**src/rtl/lps_pkg.sv**
```systemverilog
package lps_pkg;

   localparam int unsigned LP_STATE_W = 3;

   typedef enum logic [LP_STATE_W-1:0] {
      LP_RUN    = 3'd0,
      LP_STOPG  = 3'd1,
      LP_SNOOP  = 3'd2,
      LP_SLEEP  = 3'd3,
      LP_DEEP   = 3'd4,
      LP_RELOCK = 3'd5,
      LP_RESET  = 3'd6
   } lp_state_e;

   // Requests decoded to active-high form.
   typedef struct packed {
      logic clkstop;
      logic nap;
      logic deep;
      logic snoop_ev;   // snoop or interrupt arrival
      logic served;     // snoop serviced or interrupt latched
   } lp_req_t;

endpackage

```
**src/rtl/lps_relock_timer.sv**
```systemverilog
module lps_relock_timer #(
   parameter int unsigned CYCLES = 1500
) (
   input  logic clk,
   input  logic rst_n,
   input  logic load,
   input  logic run,
   output logic done
);
   localparam int unsigned CW = (CYCLES > 1) ? $clog2(CYCLES) : 1;

   logic [CW-1:0] cnt_q;

   initial assert (CYCLES >= 1) else $error("relock interval must be at least one cycle");

   always_ff @(posedge clk or negedge rst_n) begin
      if (!rst_n)                    cnt_q <= '0;
      else if (load)                 cnt_q <= CW'(CYCLES - 1);
      else if (run && cnt_q != '0)   cnt_q <= cnt_q - 1'b1;
   end

   assign done = (cnt_q == '0);

   // the count falls by one each running cycle until it expires
   a_r8_count_down: assert property (@(posedge clk) disable iff (!rst_n)
      (run && !load && cnt_q != '0) |=> (cnt_q == $past(cnt_q) - 1'b1));

   // an expired count stays expired until reloaded
   a_r8_done_holds: assert property (@(posedge clk) disable iff (!rst_n)
      (done && !load) |=> done);

endmodule

```
**src/rtl/lps_fsm.sv**
```systemverilog
module lps_fsm
   import lps_pkg::*;
(
   input  logic      clk,
   input  logic      rst_n,
   input  lp_req_t   req,
   input  logic      relock_done,
   output lp_state_e state_q,
   output logic      relock_load,
   output logic      relock_run,
   output logic      viol_q
);
   lp_state_e nxt;
   logic      viol_d;

   always_comb begin
      nxt    = state_q;
      viol_d = 1'b0;
      unique case (state_q)
         LP_RUN: begin
            if (req.clkstop) nxt = LP_STOPG;
            viol_d = req.nap | req.deep;
         end
         LP_STOPG: begin
            if (req.snoop_ev)      nxt = LP_SNOOP;
            else if (req.nap)      nxt = LP_SLEEP;
            else if (!req.clkstop) nxt = LP_RUN;
            viol_d = req.deep;
         end
         LP_SNOOP: begin
            if (req.served) nxt = LP_STOPG;
            viol_d = req.nap | req.deep;
         end
         LP_SLEEP: begin
            if (req.deep)      nxt = LP_DEEP;
            else if (!req.nap) nxt = LP_STOPG;
            viol_d = req.snoop_ev;
         end
         LP_DEEP: begin
            if (!req.deep) nxt = LP_RELOCK;
            viol_d = req.snoop_ev;
         end
         LP_RELOCK: begin
            if (req.deep)         nxt = LP_DEEP;
            else if (relock_done) nxt = LP_SLEEP;
            viol_d = req.snoop_ev;
         end
         LP_RESET: nxt = LP_RUN;
         default:  nxt = LP_RESET;
      endcase
   end

   always_ff @(posedge clk or negedge rst_n) begin
      if (!rst_n) begin
         state_q <= LP_RESET;
         viol_q  <= 1'b0;
      end else begin
         state_q <= nxt;
         viol_q  <= viol_d;
      end
   end

   assign relock_load = (state_q == LP_DEEP) && !req.deep;
   assign relock_run  = (state_q == LP_RELOCK);

   // sleep is never reached straight from run or snoop
   a_r5_sleep_source: assert property (@(posedge clk) disable iff (!rst_n)
      (state_q == LP_RUN || state_q == LP_SNOOP) |=> (state_q != LP_SLEEP));

   // deep-sleep release always passes through the relock wait
   a_r8_deep_exit: assert property (@(posedge clk) disable iff (!rst_n)
      (state_q == LP_DEEP && !req.deep) |=> (state_q == LP_RELOCK));

   // bus activity in sleep flags a violation and the state holds
   a_r9_sleep_snoop: assert property (@(posedge clk) disable iff (!rst_n)
      (state_q == LP_SLEEP && req.snoop_ev && req.nap && !req.deep)
      |=> (viol_q && state_q == LP_SLEEP));

   // RESET always gives RUN at the next edge
   a_r2_leave_reset: assert property (@(posedge clk) disable iff (!rst_n)
      (state_q == LP_RESET) |=> (state_q == LP_RUN));

endmodule

```
**src/rtl/lps_out_decode.sv**
```systemverilog
module lps_out_decode
   import lps_pkg::*;
(
   input  lp_state_e state,
   output logic      core_clk_en,
   output logic      pll_en,
   output logic      snoop_ok
);
   always_comb begin
      core_clk_en = 1'b0;
      pll_en      = 1'b1;
      snoop_ok    = 1'b0;
      unique case (state)
         LP_RUN:   begin core_clk_en = 1'b1; snoop_ok = 1'b1; end
         LP_STOPG,
         LP_SNOOP: snoop_ok = 1'b1;
         LP_DEEP:  pll_en = 1'b0;
         default:  ;
      endcase
   end

   // the core clock never runs with the PLL off
   always_comb begin
      a_r10_clk_needs_pll: assert (!(core_clk_en && !pll_en));
   end

endmodule

```
**src/rtl/lps_seq.sv**
```systemverilog
module lps_seq
   import lps_pkg::*;
#(
   parameter int unsigned CLK_MHZ       = 100,
   parameter int unsigned RELOCK_US     = 15,
   parameter int unsigned BCLK_STOP_LAG = 1
) (
   input  logic       clk,
   input  logic       rst_req_n,
   input  logic       clkstop_req_n,
   input  logic       nap_req_n,
   input  logic       deep_req_n,
   input  logic       snoop_req,
   input  logic       irq_req,
   input  logic       snoop_done,
   input  logic       irq_latched,
   output logic [2:0] state_o,
   output logic       core_clk_en,
   output logic       pll_en,
   output logic       snoop_ok,
   output logic       bclk_stop_ok,
   output logic       proto_err
);
   localparam int unsigned RELOCK_CYC = CLK_MHZ * RELOCK_US;

   initial assert (BCLK_STOP_LAG == 1 || BCLK_STOP_LAG == 2)
      else $error("bus-clock stop lag must be 1 or 2");

   lp_req_t   req;
   lp_state_e state;
   logic      relock_load, relock_run, relock_done;

   assign req.clkstop  = !clkstop_req_n;
   assign req.nap      = !nap_req_n;
   assign req.deep     = !deep_req_n;
   assign req.snoop_ev = snoop_req | irq_req;
   assign req.served   = snoop_done | irq_latched;

   lps_fsm u_fsm (
      .clk         (clk),
      .rst_n       (rst_req_n),
      .req         (req),
      .relock_done (relock_done),
      .state_q     (state),
      .relock_load (relock_load),
      .relock_run  (relock_run),
      .viol_q      (proto_err)
   );

   lps_relock_timer #(.CYCLES(RELOCK_CYC)) u_timer (
      .clk   (clk),
      .rst_n (rst_req_n),
      .load  (relock_load),
      .run   (relock_run),
      .done  (relock_done)
   );

   lps_out_decode u_dec (
      .state       (state),
      .core_clk_en (core_clk_en),
      .pll_en      (pll_en),
      .snoop_ok    (snoop_ok)
   );

   assign state_o = state;

   generate
      if (BCLK_STOP_LAG == 1) begin : g_stop_direct
         assign bclk_stop_ok = (state == LP_DEEP) && req.deep;

         // permission follows the first edge in deep sleep
         a_r11_stop_lag1: assert property (@(posedge clk) disable iff (!rst_req_n)
            (state == LP_SLEEP && req.deep) |=> (bclk_stop_ok || !req.deep));
      end else begin : g_stop_reg
         logic stop_q;
         always_ff @(posedge clk or negedge rst_req_n) begin
            if (!rst_req_n) stop_q <= 1'b0;
            else            stop_q <= (state == LP_DEEP) && req.deep;
         end
         assign bclk_stop_ok = stop_q;

         // permission by the second edge after the deep request
         a_r11_stop_lag2: assert property (@(posedge clk) disable iff (!rst_req_n)
            (state == LP_DEEP && req.deep) |=> bclk_stop_ok);
      end
   endgenerate

   // the bus clock may stop only in deep sleep
   a_r11_stop_only_deep: assert property (@(posedge clk) disable iff (!rst_req_n)
      bclk_stop_ok |-> (state == LP_DEEP));

   // the violation pulse lasts one cycle when the offence is withdrawn
   a_r12_single_pulse: assert property (@(posedge clk) disable iff (!rst_req_n)
      (proto_err && state == LP_RUN && !req.nap && !req.deep) |=> !proto_err);

endmodule

```
**config.mk**
```make
export PLATFORM = sky130hd
export DESIGN_NAME = lps_seq
export DESIGN_NICKNAME = d
export VERILOG_FILES = /design/src/rtl/lps_pkg.sv /design/src/rtl/lps_relock_timer.sv /design/src/rtl/lps_fsm.sv /design/src/rtl/lps_out_decode.sv /design/src/rtl/lps_seq.sv
export SDC_FILE = /design/constraint.sdc
export NUM_CORES = 1
export LEC_CHECK = 0
export BUFFER_PORTS_ARGS = -buffer_cell sky130_fd_sc_hd__buf_2
export CAP_MARGIN = 5
export CORE_MARGIN = 2
export CORE_UTILIZATION = 45
export CTS_BUF_LIST = sky130_fd_sc_hd__clkbuf_16
export DETAILED_ROUTE_END_ITERATION = 10
export PLACE_DENSITY_LB_ADDON = 0.2
export REMOVE_ABC_BUFFERS = 1
export SLEW_MARGIN = 20
export SYNTH_ARGS = -nofsm -noshare
export SYNTH_HDL_FRONTEND = slang
export SYNTH_SLANG_ARGS = --single-unit
```
**constraint.sdc**
```tcl
create_clock -name clk -period 2.3 [get_ports clk]
set_input_delay 0.345 -clock clk [delete_from_list [all_inputs] [get_ports clk]]
set_output_delay 0.345 -clock clk [all_outputs]
set_load 0.02 [all_outputs]
```
==> results.txt, run 1 <==
Final Wtd Congestion -> 0.792
clock buffer depth -> 2
Post-synth EDFFs -> 0
TritonCTS buffer count -> 3
count leader, synth -> dfrtp_1
Fin. Hold Viols -> 13
Root Buffer -> clkbuf_16
cell count after synthesis -> 116
Initial Util -> 49.0%
synth unique cells -> 41
Netlist Area Pre-Place -> 991 sq um
sw frac -> 40.2%
worst path arrival time -> 2.32 ns
most frequent cells after synthesis -> 13 x dfrtp_1, 9 x nand2_1, 9 x nor2_1, 8 x o21ai_0
kind of critical path -> flop to flop
Lkg Pwr -> 0.477 nW
H-tree level count -> 1
GR Overflow Total -> 0
number of setup violations in the final report -> 0
Sink Count -> 15
Core Region -> 0.00202 sq mm
top_reg_cell synth -> dfrtp_1
Die Height -> 50.9 microns
Synth area leader -> dfrtp_1
fin crit share -> 92.9%
ranking of synthesized cells by area -> dfrtp_1 33%, dfstp_2 5.3%, o21ai_0 4.0%
Post CTS Setup Buffer Count -> 0
Storage cell area -> 378 sq um
# diodes -> 0
Ys Warns -> 0
vias -> 960
placed inst area -> 0.00112 sq mm
CP Cell Sequence -> inv_1 -> ha_1 -> or4b_4 -> or4_4 -> o31a_1 -> o22a_1
Combinational Power Share -> 43.6%
fin. max-slew vios -> 0
crit end category -> flop
Synth-to-Final Area Change -> 22.1%
RR Endpoint -> u_fsm.state_q[2]$_DFFE_PN1P_
vias in the first global route -> 878
r2r setup slk -> 0.16 ns
Design Area, Final -> 0.00121 sq mm
power per cell area -> 1210 mW/mm^2
Net Sw Power -> 0.000588 W
CTS Hold Bufs -> 0
antenna-violating nets left -> 0
fin crit period -> 2.14 ns
largest net degree at the start of global routing -> 21
fill count -> 178
first-pass GRT wire length -> 3.88 mm
Seq/Total Area, Yosys -> 38.1%
slowest stage delay, CP -> 0.47 ns
RSZ-0062 raised after global routing -> false
Setup crit start kind -> flop
die area -> 0.00259 sq mm
Required @ worst endpoint -> 2.48 ns
failing checks -> hold timing
register share of total power -> 32.9%
Avg WL per Cell -> 14.3 microns
row cnt -> 16
worst skew pair latency -> 0.25 ns
area of the multi-input gates -> 564 sq um
FF+latch count, synth -> 15
top-area cell type share of the netlist area -> 32.8%
skew final -> 0.00503 ns
Residual DRC -> 0
clk slew on worst S/H paths -> 0.05 ns
final wirelength -> 2.31 mm
highest clock rate -> 468 MHz
initial antenna violation count -> 0
Die X -> 50.9 microns
Ports -> 17
biggest fanout along the worst timing path -> 4
Relative slew margins -> 76.9%
average cell area after synthesis -> 8.54 sq um
Hold Slack -> -0.0117 ns
Peak VDD IR -> 0.733 mV
Detailed Route Iter0 Violations -> 22
fin util -> 59.8%
CP max stage cell -> or4b_4
status -> finished with violations
number of port buffers -> 16
FF-to-FF Start -> u_timer.cnt_q[1]$_DFFE_PN0P_
layout cells sized above 1 -> 23.9%
1st-pass router iterations -> 4
maxcap violations -> 0
internal power -> 0.000874 W
Nets -> 145
HP Class -> primary input to async pin
DP HPWL -> 1.58 mm
clock power share -> 23.5%
path depth of the worst reg2reg path -> 6
Async SR Flop Fraction -> 100%
GRT Util Overall -> 20.3%
Worst-Margin Slew -> 0.346 ns
routed vias/inst -> 5.96
CTS tree -> yes
[per-layer routing]
metal	global-route usage, %	vias to the layer above	wire (microns)
li1	-	468	-
met1	24.4	460	1040
met2	34.0	27	1110
met3	6.14	5	134
met4	7.66	0	27
met5	0	-	0
[metrics by stage]
stage / cells / power, W / TNS [ns] / worst slack, ns
2_1_floorplan: 106 / 0.000887 / -0.0454 / -0.0454
3_3_place_gp: 157 / 0.00109 / 0 / 0.0594
3_5_place_dp: 157 / 0.00111 / -0.00156 / -0.00156
4_1_cts: 161 / 0.00146 / 0 / 0.0312
5_1_grt: 161 / 0.00156 / 0 / 0.100
6_report: 161 / 0.00146 / 0 / 0.163
[placed cells by master (no fill, tap or decap), types with 4 or more instances in the layout]
cell,instances
a21oi_1,4
buf_2,16
buf_4,8
dfrtp_1,13
inv_1,5
nand2_1,9
nand3_1,7
nor2_1,9
nor2b_1,5
nor3_1,5
o21ai_0,8
[power groups by stage]
stage                     sequential [W]  combinational [W]  clock, W
final                           0.000481           0.000638  0.000343
after global routing            0.000497           0.000702  0.000363
after CTS                       0.000476           0.000638  0.000348
after detailed placement        0.000479           0.000635         0
after global placement          0.000474           0.000620         0
after floorplan                 0.000540           0.000347         0
[repair_timing]
action / CTS / global route
pin swaps: 0 / 0
cloned: 0 / 0
setup endpoints to repair: 1 / 3
endpoints found under the hold margin: 0 / 0
resized for setup: 1 / 1
[cells by family after synthesis]
| logic type | synth area share, % |
|---|---|
| mux | 3.03 |
| fa+ha+maj | 1.26 |
| compound gates | 21.7 |
| buf+inv | 5.68 |
| flops | 38.1 |
| xor+xnor | 0.884 |
| simple gates | 29.3 |
[registers in the layout, summed over array words and instances, names as in the netlist]
name           flops
u_timer.cnt_q     11
u_fsm.viol_q       1
u_fsm.state_q      3
[final cells by class]
class / instances / share of cell area, %
Clock buffer: 3 / 6.20
Clock inverter: 1 / 0.310
Inverter: 4 / 1.24
Multi-Input combinational cell: 87 / 46.6
Sequential cell: 15 / 31.2
Tap cell: 27 / 2.79
Timing Repair Buffer: 24 / 11.6
[worst max path at each step]
| stage | endpoint | slack, ns | start |
|---|---|---|---|
| after global placement | u_fsm.state_q[2]$_DFFE_PN1P_ | 0.06 | u_timer.cnt_q[1]$_DFFE_PN0P_ |
| after global routing | u_fsm.state_q[2]$_DFFE_PN1P_ | 0.10 | u_timer.cnt_q[1]$_DFFE_PN0P_ |
| final | u_fsm.state_q[2]$_DFFE_PN1P_ | 0.16 | u_timer.cnt_q[1]$_DFFE_PN0P_ |
| after CTS | u_fsm.state_q[2]$_DFFE_PN1P_ | 0.03 | u_timer.cnt_q[1]$_DFFE_PN0P_ |
| after detailed placement | u_fsm.state_q[2]$_DFFE_PN1P_ | -0.002 | u_timer.cnt_q[1]$_DFFE_PN0P_ |
| after floorplan | u_fsm.state_q[2]$_DFFE_PN1P_ | -0.05 | u_timer.cnt_q[0]$_DFFE_PN0P_ |
[worst max-delay path, delay by kind of cell (launching register included)]
| family | cells | cell delay, ns |
|---|---|---|
| buffers and inverters | 1 | 0.10 |
| adder cells (fa/ha/maj) | 1 | 0.17 |
| AND/OR/NAND/NOR | 2 | 0.93 |
| AO/OA/AOI/OAI | 2 | 0.48 |
| flip-flops | 1 | 0.38 |
No activity file was read; power rests on OpenSTA's default activity.
==> inputs of run 2 (changes only) <==
Settings changed: PLACE_DENSITY from default to 0.69, PLACE_DENSITY_LB_ADDON 0.2 to default.
==> run 2 against run 1 <==
  * The run now ends clean
  * Utilization unchanged
  * Sequential share of layout area unchanged
  * Non-clock buffer count is the same
  * Combinational power shrank 5.8%
  * Clock skew grew 0.00057 ns
  * Count of clock-buffer cells in the layout is the same
  * Hold slack improved by 0.013 ns
  * Sequential power rose by 7.5%
  * Design area did not move
  * Register-to-register slack worse by 0.02 ns
  * Critical path type unchanged
  * Largest cell class unchanged
  * Largest power group unchanged
==> results.txt, run 2 (synthesis results as in run 1) <==
largest net degree at the start of global routing -> 21 (unchanged)
kind of critical path -> flop to flop (unchanged)
row cnt -> 16 (unchanged)
initial antenna violation count -> 0 (unchanged)
Final Worst Setup Slack -> 0.143 ns (was 0.163 ns)
clock buffer depth -> 2 (unchanged)
biggest fanout along the worst timing path -> 4 (unchanged)
first-pass GRT wire length -> 3.92 mm (was 3.88 mm)
GR Overflow Total -> 0 (unchanged)
# diodes -> 0 (unchanged)
internal power -> 0.000871 W (was 0.000874 W)
Ports -> 17 (unchanged)
Combinational Power Share -> 41.4% (was 43.6%)
biggest regs -> u_timer.cnt_q: 11 flops, u_fsm.state_q: 3 flops, u_fsm.viol_q: 1 flops (unchanged)
Core Region -> 0.00202 sq mm (unchanged)
Initial Util -> 49.0% (unchanged)
Design Area, Final -> 0.00121 sq mm (unchanged)
Reg with most FFs -> u_timer.cnt_q (unchanged)
number of setup violations in the final report -> 0 (unchanged)
Avg WL per Cell -> 14.3 microns (about the same)
pre-CTS setup slack -> -0.00683 ns (was -0.00156 ns)
status -> finished clean (was finished with violations)
antenna-violating nets left -> 0 (unchanged)
GRT Util Overall -> 20.3% (about the same)
Residual DRC -> 0 (unchanged)
Root Buffer -> clkbuf_16 (unchanged)
Final Wtd Congestion -> 0.817 (was 0.792)
skew final -> 0.00559 ns (was 0.00503 ns)
Sink Count -> 15 (unchanged)
total power -> 0.00145 W (was 0.00146 W)
fill count -> 179 (was 178)
Post CTS Setup Buffer Count -> 0 (unchanged)
fin. max-slew vios -> 0 (unchanged)
worst path arrival time -> 2.33 ns (was 2.32 ns)
placed inst area -> 0.00112 sq mm (unchanged)
Required @ worst endpoint -> 2.48 ns (about the same)
maxcap violations -> 0 (unchanged)
fin crit period -> 2.16 ns (was 2.14 ns)
Fin. Hold Viols -> 0 (was 13)
fin cells -> 161 (unchanged)
worst skew pair latency -> 0.24 ns (was 0.25 ns)
commonest non-fill, non-tap cell in the layout -> buf_2 (unchanged)
crit end category -> flop (unchanged)
RSZ-0062 raised after global routing -> false (unchanged)
DP HPWL -> 1.60 mm (was 1.58 mm)
highest clock rate -> 464 MHz (was 468 MHz)
Relative slew margins -> 76.0% (was 76.9%)
Worst-Margin Slew -> 0.360 ns (was 0.346 ns)
Fin Setup TNS -> 0 ns (unchanged)
Synth-to-Final Area Change -> 22.1% (unchanged)
vias in the first global route -> 842 (was 878)
fin crit share -> 93.8% (was 92.9%)
Die X -> 50.9 microns (unchanged)
clock power share -> 22.9% (was 23.5%)
Net Sw Power -> 0.000579 W (was 0.000588 W)
Lkg Pwr -> 0.477 nW (about the same)
commonest cells after routing, fill and taps aside -> 16 x buf_2, 13 x dfrtp_1, 9 x nand2_1, 9 x nor2_1 (unchanged)
Die Height -> 50.9 microns (unchanged)
clk slew on worst S/H paths -> 0.05 ns (about the same)
vias -> 954 (was 960)
final wirelength -> 2.31 mm (about the same)
Nets -> 145 (unchanged)
1st-pass router iterations -> 6 (was 4)
register share of total power -> 35.7% (was 32.9%)
Peak VDD IR -> 0.679 mV (was 0.733 mV)
CTS tree -> yes (unchanged)
TritonCTS buffer count -> 3 (unchanged)
HP Class -> primary input to async pin (unchanged)
power per cell area -> 1200 mW/mm^2 (was 1210 mW/mm^2)
Setup crit start kind -> flop (unchanged)
number of port buffers -> 16 (unchanged)
Largest register FFs -> 11 (unchanged)
routed vias/inst -> 5.93 (was 5.96)
layout cells sized above 1 -> 23.9% (unchanged)
Detailed Route Iter0 Violations -> 29 (was 22)
die area -> 0.00259 sq mm (unchanged)
H-tree level count -> 1 (unchanged)
sw frac -> 40.0% (was 40.2%)
Cells after DPL -> 157 (unchanged)
run 2: cell counts in the layout (fill, tap and decap cells not counted):
Identical to the previous run, type by type.
run 2: cell type report:
| type | instances | area [sq um] | share of cell area (%) |
|---|---|---|---|
| clock inverter | 1 | 3.75 | 0.310 |
| inverter | 4 | 15.0 | 1.24 |
| timing repair buffer | 24 | 140 | 11.6 |
| sequential | 15 | 378 | 31.2 |
| multi-input combinational | 87 | 564 | 46.6 |
| tap | 27 | 33.8 | 2.79 |
| clock buffer | 3 | 75.1 | 6.20 |
run 2: critical path: stages (launching register included):
cell     delay (ns)
dfrtp_1        0.39
inv_1          0.08
ha_1           0.19
or4b_4         0.49
or4_4          0.45
o31a_1         0.29
o22a_1         0.19
run 2: power by group through the flow:
stage               clock network [W]  logic (W)  registers (W)
floorplan                           0   0.000347       0.000540
global placement                    0   0.000587       0.000506
finish                       0.000332   0.000601       0.000517
CTS                          0.000341   0.000601       0.000514
global route                 0.000354   0.000662       0.000542
detailed placement                  0   0.000599       0.000515
run 2: worst paths after layout:
path | from | end | slack [ns] | depth (start not counted)
max in group asynchronous | rst_req_n | u_fsm.state_q[1]$_DFFE_PN1P_ | 1.99 | 1
min reg2reg | u_timer.cnt_q[3]$_DFFE_PN0P_ | u_timer.cnt_q[3]$_DFFE_PN0P_ | 0.54 | 1
max reg2reg | u_timer.cnt_q[1]$_DFFE_PN0P_ | u_fsm.state_q[2]$_DFFE_PN1P_ | 0.14 | 6
min in group clk | nap_req_n | u_fsm.viol_q$_DFF_PN0_ | 0.44 | 3
min | rst_req_n | u_timer.cnt_q[0]$_DFFE_PN0P_ | 0.001 | 1
max | u_timer.cnt_q[1]$_DFFE_PN0P_ | u_fsm.state_q[2]$_DFFE_PN1P_ | 0.14 | 6
run 2: what timing repair did:
item                       4_1_cts  5_1_grt
resized for setup                2        0
hold buffers                     0        0
setup endpoints to repair        2        0
run 2: per-stage QoR:
step / util, % / hold WS, ns
detailed placement: 55.6 / 0.275
global placement: 55.6 / 0.269
global route: 59.8 / 0.0274
finish: 59.8 / 0.00140
floorplan: - / 0.0494
CTS: 59.8 / 0.0169
run 2: layer usage:
| metal | vias to the layer above | wire length, microns | part of all wire [%] | track usage [%] |
|---|---|---|---|---|
| met5 | - | 0 | 0 | 0 |
| met3 | 6 | 101 | 4.4 | 4.97 |
| li1 | 471 | - | - | - |
| met1 | 454 | 1080 | 47 | 28.0 |
| met4 | 0 | 43 | 1.9 | 8.11 |
| met2 | 23 | 1090 | 47 | 30.5 |
